### src/rtl/alu_pkg.sv
package alu_pkg;
  localparam int DW     = 32;
  localparam int FW     = 4;
  localparam int OPW    = 4;
  localparam int SZW    = 2;
  localparam int BASE_W = 8;
  localparam int NLANE  = 3;
  localparam int SELW   = $clog2(NLANE);

  localparam int FN = 3;
  localparam int FZ = 2;
  localparam int FV = 1;
  localparam int FC = 0;

  typedef enum logic [OPW-1:0] {
    OP_ADD  = 4'd0,
    OP_ADDC = 4'd1,
    OP_SUB  = 4'd2,
    OP_SUBB = 4'd3,
    OP_CMP  = 4'd4,
    OP_NEG  = 4'd5,
    OP_INC  = 4'd6,
    OP_DEC  = 4'd7,
    OP_AND  = 4'd8,
    OP_OR   = 4'd9,
    OP_XOR  = 4'd10,
    OP_MOV  = 4'd11
  } op_e;

  typedef enum logic [1:0] {
    CL_ARITH,
    CL_STEP,
    CL_LOGIC,
    CL_NONE
  } cls_e;

  function automatic cls_e op_class(input logic [OPW-1:0] op);
    cls_e c;
    if (op <= OP_NEG)      c = CL_ARITH;
    else if (op <= OP_DEC) c = CL_STEP;
    else if (op <= OP_MOV) c = CL_LOGIC;
    else                   c = CL_NONE;
    return c;
  endfunction
endpackage

### src/rtl/alu_logic.sv
module alu_logic
  import alu_pkg::*;
(
  input  logic [OPW-1:0] op,
  input  logic [DW-1:0]  a,
  input  logic [DW-1:0]  b,
  output logic [DW-1:0]  y
);
  always_comb begin
    unique case (op)
      OP_AND:  y = a & b;
      OP_OR:   y = a | b;
      OP_XOR:  y = a ^ b;
      default: y = b;
    endcase
  end
endmodule

### src/rtl/alu_lane.sv
module alu_lane
  import alu_pkg::*;
#(
  parameter int W = 8
) (
  input  logic [OPW-1:0] op,
  input  logic [W-1:0]   a,
  input  logic [W-1:0]   b,
  input  logic [W-1:0]   logic_y,
  input  logic           cin,
  output logic [W-1:0]   y,
  output logic           n,
  output logic           z,
  output logic           v_arith,
  output logic           v_step,
  output logic           cout
);
  logic         is_sub;
  logic         ci;
  logic [W-1:0] dw;
  logic [W-1:0] ea;
  logic [W:0]   wide;
  logic [W-1:0] arith;

  always_comb begin
    is_sub = (op == OP_SUB) || (op == OP_SUBB) || (op == OP_CMP) ||
             (op == OP_NEG) || (op == OP_DEC);
    ci     = ((op == OP_ADDC) || (op == OP_SUBB)) ? cin : 1'b0;
    dw     = (op == OP_NEG) ? '0 : a;
    if (is_sub) begin
      wide = {1'b0, dw} - {1'b0, b} - {{W{1'b0}}, ci};
      ea   = '0 - b - {{(W-1){1'b0}}, ci};
    end else begin
      wide = {1'b0, dw} + {1'b0, b} + {{W{1'b0}}, ci};
      ea   = b + {{(W-1){1'b0}}, ci};
    end
    arith   = wide[W-1:0];
    cout    = wide[W];
    v_arith = (ea[W-1] == dw[W-1]) && (arith[W-1] != ea[W-1]);
    v_step  = &a[W-2:0];
    y       = (op_class(op) == CL_LOGIC) ? logic_y : arith;
    n       = y[W-1];
    z       = (y == '0);
  end
endmodule

### src/rtl/alu_core.sv
module alu_core
  import alu_pkg::*;
(
  input  logic            clk,
  input  logic            rst_n,
  input  logic            op_valid,
  input  logic [3:0]      op_code,
  input  logic [1:0]      op_size,
  input  logic [31:0]     dst_val,
  input  logic [31:0]     src_val,
  input  logic            flag_load,
  input  logic [3:0]      flag_in,
  output logic            res_valid,
  output logic [31:0]     res_data,
  output logic            res_we,
  output logic [3:0]      flags
);
  logic [DW-1:0] logic_y;
  logic [DW-1:0] lane_y  [NLANE];
  logic          lane_n  [NLANE];
  logic          lane_z  [NLANE];
  logic          lane_va [NLANE];
  logic          lane_vs [NLANE];
  logic          lane_c  [NLANE];

  logic [SELW-1:0] sel;
  cls_e            cls;
  logic [FW-1:0]   flags_q;
  logic [FW-1:0]   flags_nxt;
  logic [DW-1:0]   res_q;
  logic [DW-1:0]   res_nxt;
  logic            valid_q;
  logic            we_q;
  logic            we_nxt;

  alu_logic u_logic (
    .op (op_code),
    .a  (dst_val),
    .b  (src_val),
    .y  (logic_y)
  );

  for (genvar i = 0; i < NLANE; i++) begin : g_lane
    localparam int LW = BASE_W << i;
    logic [LW-1:0] y_w;
    alu_lane #(.W(LW)) u_lane (
      .op      (op_code),
      .a       (dst_val[LW-1:0]),
      .b       (src_val[LW-1:0]),
      .logic_y (logic_y[LW-1:0]),
      .cin     (flags_q[FC]),
      .y       (y_w),
      .n       (lane_n[i]),
      .z       (lane_z[i]),
      .v_arith (lane_va[i]),
      .v_step  (lane_vs[i]),
      .cout    (lane_c[i])
    );
    assign lane_y[i] = DW'(y_w);
  end

  always_comb begin
    sel = (int'(op_size) >= NLANE) ? SELW'(NLANE - 1) : SELW'(op_size);
    cls = op_class(op_code);
    flags_nxt = flags_q;
    res_nxt   = lane_y[sel];
    we_nxt    = 1'b1;
    unique case (cls)
      CL_ARITH: begin
        flags_nxt = {lane_n[sel], lane_z[sel], lane_va[sel], lane_c[sel]};
        we_nxt    = (op_code != OP_CMP);
      end
      CL_STEP:  flags_nxt = {lane_n[sel], lane_z[sel], lane_vs[sel], flags_q[FC]};
      CL_LOGIC: flags_nxt = {lane_n[sel], lane_z[sel], 1'b0, flags_q[FC]};
      default: begin
        res_nxt = '0;
        we_nxt  = 1'b0;
      end
    endcase
  end

  always_ff @(posedge clk) begin
    if (!rst_n) begin
      flags_q <= '0;
      res_q   <= '0;
      valid_q <= 1'b0;
      we_q    <= 1'b0;
    end else begin
      valid_q <= op_valid;
      we_q    <= op_valid && we_nxt;
      if (op_valid)
        res_q <= res_nxt;
      if (flag_load)
        flags_q <= flag_in;
      else if (op_valid)
        flags_q <= flags_nxt;
    end
  end

  assign res_valid = valid_q;
  assign res_data  = res_q;
  assign res_we    = we_q;
  assign flags     = flags_q;
endmodule

### config.mk
export PLATFORM = sky130hd
export DESIGN_NAME = alu_core
export DESIGN_NICKNAME = d
export VERILOG_FILES = /design/src/rtl/alu_pkg.sv /design/src/rtl/alu_logic.sv /design/src/rtl/alu_lane.sv /design/src/rtl/alu_core.sv
export SDC_FILE = /design/constraint.sdc
export NUM_CORES = 1
export LEC_CHECK = 0
export BUFFER_PORTS_ARGS = -buffer_cell sky130_fd_sc_hd__clkbuf_2
export CAP_MARGIN = 0
export CORE_UTILIZATION = 44
export CTS_CLUSTER_SIZE = 16
export DETAILED_ROUTE_END_ITERATION = 7
export PLACE_DENSITY_LB_ADDON = 0.12
export SETUP_SLACK_MARGIN = 0.3
export SKIP_LAST_GASP = 1
export SLEW_MARGIN = 20
export SYNTH_ARGS = -nofsm -noshare
export SYNTH_HDL_FRONTEND = slang
export SYNTH_SLANG_ARGS = --single-unit
### constraint.sdc
create_clock -name clk -period 27 [get_ports clk]
set_input_delay 8.1 -clock clk [delete_from_list [all_inputs] [get_ports clk]]
set_output_delay 8.1 -clock clk [all_outputs]
set_load 0.05 [all_outputs]
Yosys cells after proc, flatten, opt, wreduce, memory -nomap -nowiden:

Index checks and enable logic that the tools add are counted.

* bits in registers: 38
* logic and storage cells: 119

* add/sub/neg operators: 21
* order comparisons: 5
* equality and inequality tests: 20
* multiplexer cells: 41
* bitwise operators: 4
* reduce and logical (&&, ||, !) cells: 23

Operators with widths (count)
* $mux 32: 6
* $pmux 32 s3: 1
* $bmux 32 s2: 1
* $mux 16: 3
* $add 32x32->33: 1
* $add 33x1->33: 1
* $mux 33: 1
* $sub 32x32->33: 1
* $sub 33x1->33: 1
* $add 32x1->32: 1
* $and 32x32->32: 1
* $logic_not 32->1: 1
* $or 32x32->32: 1
* $sub 1x32->32 const A: 1
* $sub 32x1->32: 1
* $xor 32x32->32: 1
* $reduce_and 31->1: 1
* $mux 8: 3
* $add 16x16->17: 1
* $add 17x1->17: 1
* $mux 17: 1
* $sub 16x16->17: 1
* $sub 17x1->17: 1
* $add 16x1->16: 1
* 44 further kinds: 81

Depth between registers and ports, before layout:

* depth in word-level cells: 14
* depth in mapped cells: 24
* depth with buffers taken out: 17

Modules after synthesis:

From an unflattened synthesis, not the netlist that was laid out.

* cells, all modules: 2095
* area, all modules: 15010.6 um^2

Modules (own cells, without submodules)
* alu_lane (g_lane[2].u_lane): instances 1, cells an instance 983, area each 6520.0 um^2
* alu_lane (g_lane[1].u_lane): instances 1, cells an instance 441, area each 3050.4 um^2
* alu_logic: instances 1, cells an instance 313, area each 2442.3 um^2
* alu_core: instances 1, cells an instance 182, area each 1726.7 um^2
* alu_lane (g_lane[0].u_lane): instances 1, cells an instance 176, area each 1271.2 um^2

Worst setup path before layout:

No wires, ideal clock.

* path kind: input -> register
* from: input op_code[1]
* to: register flags_q[2], in the netlist flags[2]
* data arrival time: 14.113 ns
* slack: 12.791 ns
* stages on the path: 23
* cell sequence: buf_6 clkbuf_1 clkbuf_1 buf_1 clkbuf_1 nand4bb_1 clkbuf_1 buf_1 nand2_1 ha_1 inv_1 ha_1 clkbuf_1 o21ai_0 a21oi_1 a2bb2oi_1 a21boi_0 o211ai_1 or4_1 or4_1 nor4b_2 nand4b_1 o41ai_2

* cells in the longest elaborated chain, start to end: 14
* elaborated cells on any way between the ends: 57

RTL lines
* start, declared: RTL line alu_core.sv:7 `input logic [3:0] op_code,`
* parallel branches: the longest is 14 deep, another holds $add 32x32->33
* end signal, assigned: RTL line alu_core.sv:94 `flags_q <= flag_in;`
* end signal, assigned: RTL line alu_core.sv:96 `flags_q <= flags_nxt;`
* end, declared: RTL line alu_core.sv:28 `logic [FW-1:0] flags_q;`

Parallel ways; which one is timed is not known. The select of a mux whose other input is x is not followed.
A chain may end at the register's enable or synchronous reset.

Worst setup path after layout:

Same ends and word-level chain as after synthesis.

==> run metrics <==
outcome finished, final reports clean; Synth top area share 0.253; # diodes 0; port bufs 115; PD cells 36.2 nW/um2; first-pass GRT wire length 51,800 um; Die Height approximately 150 um; first-pass iteration count of the detailed router 5; most common cell after layout, fill and taps aside ha_1; layout cells sized above 1 0.126; Avg WL per Cell 19.2 um; pre-CTS WS 13,650 ps; # rows 54; hold-fix buffers at CTS 0; Reg2Reg Depth 16; final HPWL from detailed placement 26,900 um; Slew @ Worst Pin 1060 ps; synthesized area 9820 um2; Post-CTS Resized 0; Num CTS Buffers 5; Post-synth EDFFs 0; Syn. warnings 0; Critical Path Max Stage Delay 550 ps; ANT nets after route 0; initial detailed-routing violation count 543; setup TNS 0 ps; vias in the first global route approximately 9,700; largest net degree at the start of global routing 44; CTS Sinks 38; Clock Tree Buf Depth 2; final setup violation count 0; maxcap violations 0; worst r2r src flags[0]$_SDFFE_PN0P_; Final Skew 2.31 ps; Starting Density 0.449; Worst Hold Class reg2reg; min Tclk post-route 13,100 ps; Worst VDD drop 23.6 uV; slew margin rel. 0.272; crit path cell chain clkbuf_2 -> buf_4 -> nand4bb_1 -> buf_4 -> nand2_1 -> ha_1 -> inv_1 -> ha_1 -> a21oi_1 -> o211ai_1 -> nand2_1 -> nand3_1 -> a21boi_0 -> o211ai_1 -> or4_1 -> or4_1 -> nor4b_2 -> nand4b_1 -> o41ai_2; endpoints failing hold 0; final slew viol count 0; Worst Setup Start Kind input pin; Detailed Route WL 33,000 um; GP Congestion 0.944; vias per cell 5.90; Post-CTS Setup Bufs 0; fin crit share 0.485; R2R setup slack about 22,000 ps; WHS Path Cells 2; CTS tree done; initial antenna violation count 1; CP max stage cell or4_1; min-delay src res_data[3]$_SDFFE_PN0P_; Avg Inst Size Synth 7.23 um2; CTS H-tree depth 2; area leader, netlist ha_1; R2R Path End flags[2]$_SDFFE_PN0P_; fill cell count between 2,000 and 2,500; core area 21,900 um2; GRT overflow 0; CP required 27,190 ps; CP arrival 13,290 ps; RSZ-0062 raised after global routing false; Pleak 5.30 nW; Buf+Inv Stages, Crit Path 4; Final nets 1,720; Hold Path End res_data[3]$_SDFFE_PN0P_; Synth area leaders ha_1 25%, dfxtp_1 7.7%, inv_1 7.3%, a21oi_1 5.1%, nand2_1 3.9%; Setup CP Type in2reg; routed vias around 10,000; All-Layer GR Usage 0.291; drt drc 0; Max Fanout on Critical Path 32; Clock Pin Slew Worst Setup and Hold Paths ~60 ps; Syn-to-layout area delta 9.86%; worst skew pair latency between 200 and 300 ps; Die ar. 22,900 um2; Top FF cell, synth dfxtp_1; synth unique cells 74; Chip Width between 150 and 200 um; hold slack 480 ps; register area share after synthesis 0.0774; Ports 116; Top delay family on crit path simple AND/OR/NAND/NOR gates; Critical Path End Type register; Gate Count Post-Synth 1,358; commonest non-fill, non-tap cells in the layout 199 x ha_1, 190 x inv_1, 115 x clkbuf_2; Async SR Flop Fraction 0; CTS Root Cell clkbuf_16; register bit total from synthesis 38; Post-Syn Nets 1,639; Fmax 0.0763 GHz; total power 390 uW; final setup margin approximately 14,000 ps
==> final cells by class <==
type | instances | area (um2) | share of cell area
clock buffer | 6 | 139 | 0.0129
clock inverter | 2 | 12.5 | 0.00116
inverter | 191 | 717 | 0.0664
multi-input combinational | 1075 | 8140 | 0.754
sequential | 38 | 761 | 0.0705
tap | 280 | 350 | 0.0325
timing repair buffer | 128 | 673 | 0.0624
==> flip-flops by register name, summed over array words and instances (netlist names) <==
signal	count
flags	4
res_data	32
res_valid	1
res_we	1
==> worst reg2reg max path, delay by kind of cell (launching register included) <==
family | cells | cell delay, ps
buffers and inverters | 2 | 200
AND/OR/NAND/NOR | 5 | 1740
flip-flops | 1 | 360
AO/OA/AOI/OAI | 6 | 1790
adder cells (fa/ha/maj) | 2 | 590
XOR/XNOR | 1 | 140
==> cell families (layout without fill, tap and decap cells) <==
group / count (synthesis) / after routing / share of synthesized area
buf+inv: 245 / 327 / 0.0950
simple gates: 421 / 421 / 0.213
xor+xnor: 49 / 49 / 0.0437
mux: 38 / 38 / 0.0616
flops: 38 / 38 / 0.0774
compound gates: 364 / 364 / 0.247
fa+ha+maj: 203 / 203 / 0.262
==> report_power, final <==
part           leakage, nW  switching [mW]  internal [mW]  total (mW)
combinational         4.91           0.169         0.0985       0.268
sequential           0.311         0.00279         0.0603      0.0631
clock               0.0729          0.0230         0.0365      0.0595
==> worst max path at each step <==
stage	start	end	slack, ps	cells after the start
5_1_grt	op_code[1]	flags[2]$_SDFFE_PN0P_	13600	19
3_5_place_dp	op_code[1]	flags[2]$_SDFFE_PN0P_	13650	19
4_1_cts	op_code[1]	flags[2]$_SDFFE_PN0P_	13930	19
3_3_place_gp	op_code[1]	flags[2]$_SDFFE_PN0P_	13690	19
2_1_floorplan	op_code[1]	flags[2]$_SDFFE_PN0P_	12790	23
6_report	op_code[1]	flags[2]$_SDFFE_PN0P_	13900	19
==> stage by stage <==
step	cells	util	instance area, um2
global route	1720	0.493	10800
finish	1720	0.493	10800
CTS	1720	0.493	10800
floorplan	1358	-	9820
detailed placement	1712	0.486	10600
global placement	1712	0.486	10600
==> Yosys cell counts, drive strengths merged (9+ instances only) <==
master / n
nand4: 27
nand2b: 9
and2: 14
dfxtp: 38
or3: 15
buf: 9
mux4: 17
nor2b: 40
and3: 12
o21ai: 53
o211ai: 13
ha: 199
a21o: 29
xor2: 12
nor2: 101
clkbuf: 45
a31oi: 12
xnor2: 37
a22oi: 16
nand2: 103
o31ai: 15
a21oi: 100
mux2i: 11
nor3: 29
inv: 190
mux2: 10
a211oi: 31
nand3: 36
o21bai: 10
o221ai: 13
==> metal layers <==
metal | vias up | GRT usage | wire (um)
met5 | - | 0 | 8
met4 | 2 | 0.128 | 1490
met3 | 68 | 0.0370 | 1600
met2 | 294 | 0.497 | 15400
met1 | 4779 | 0.363 | 14500
li1 | 5001 | - | -
Power figures use the tool's default switching activity.
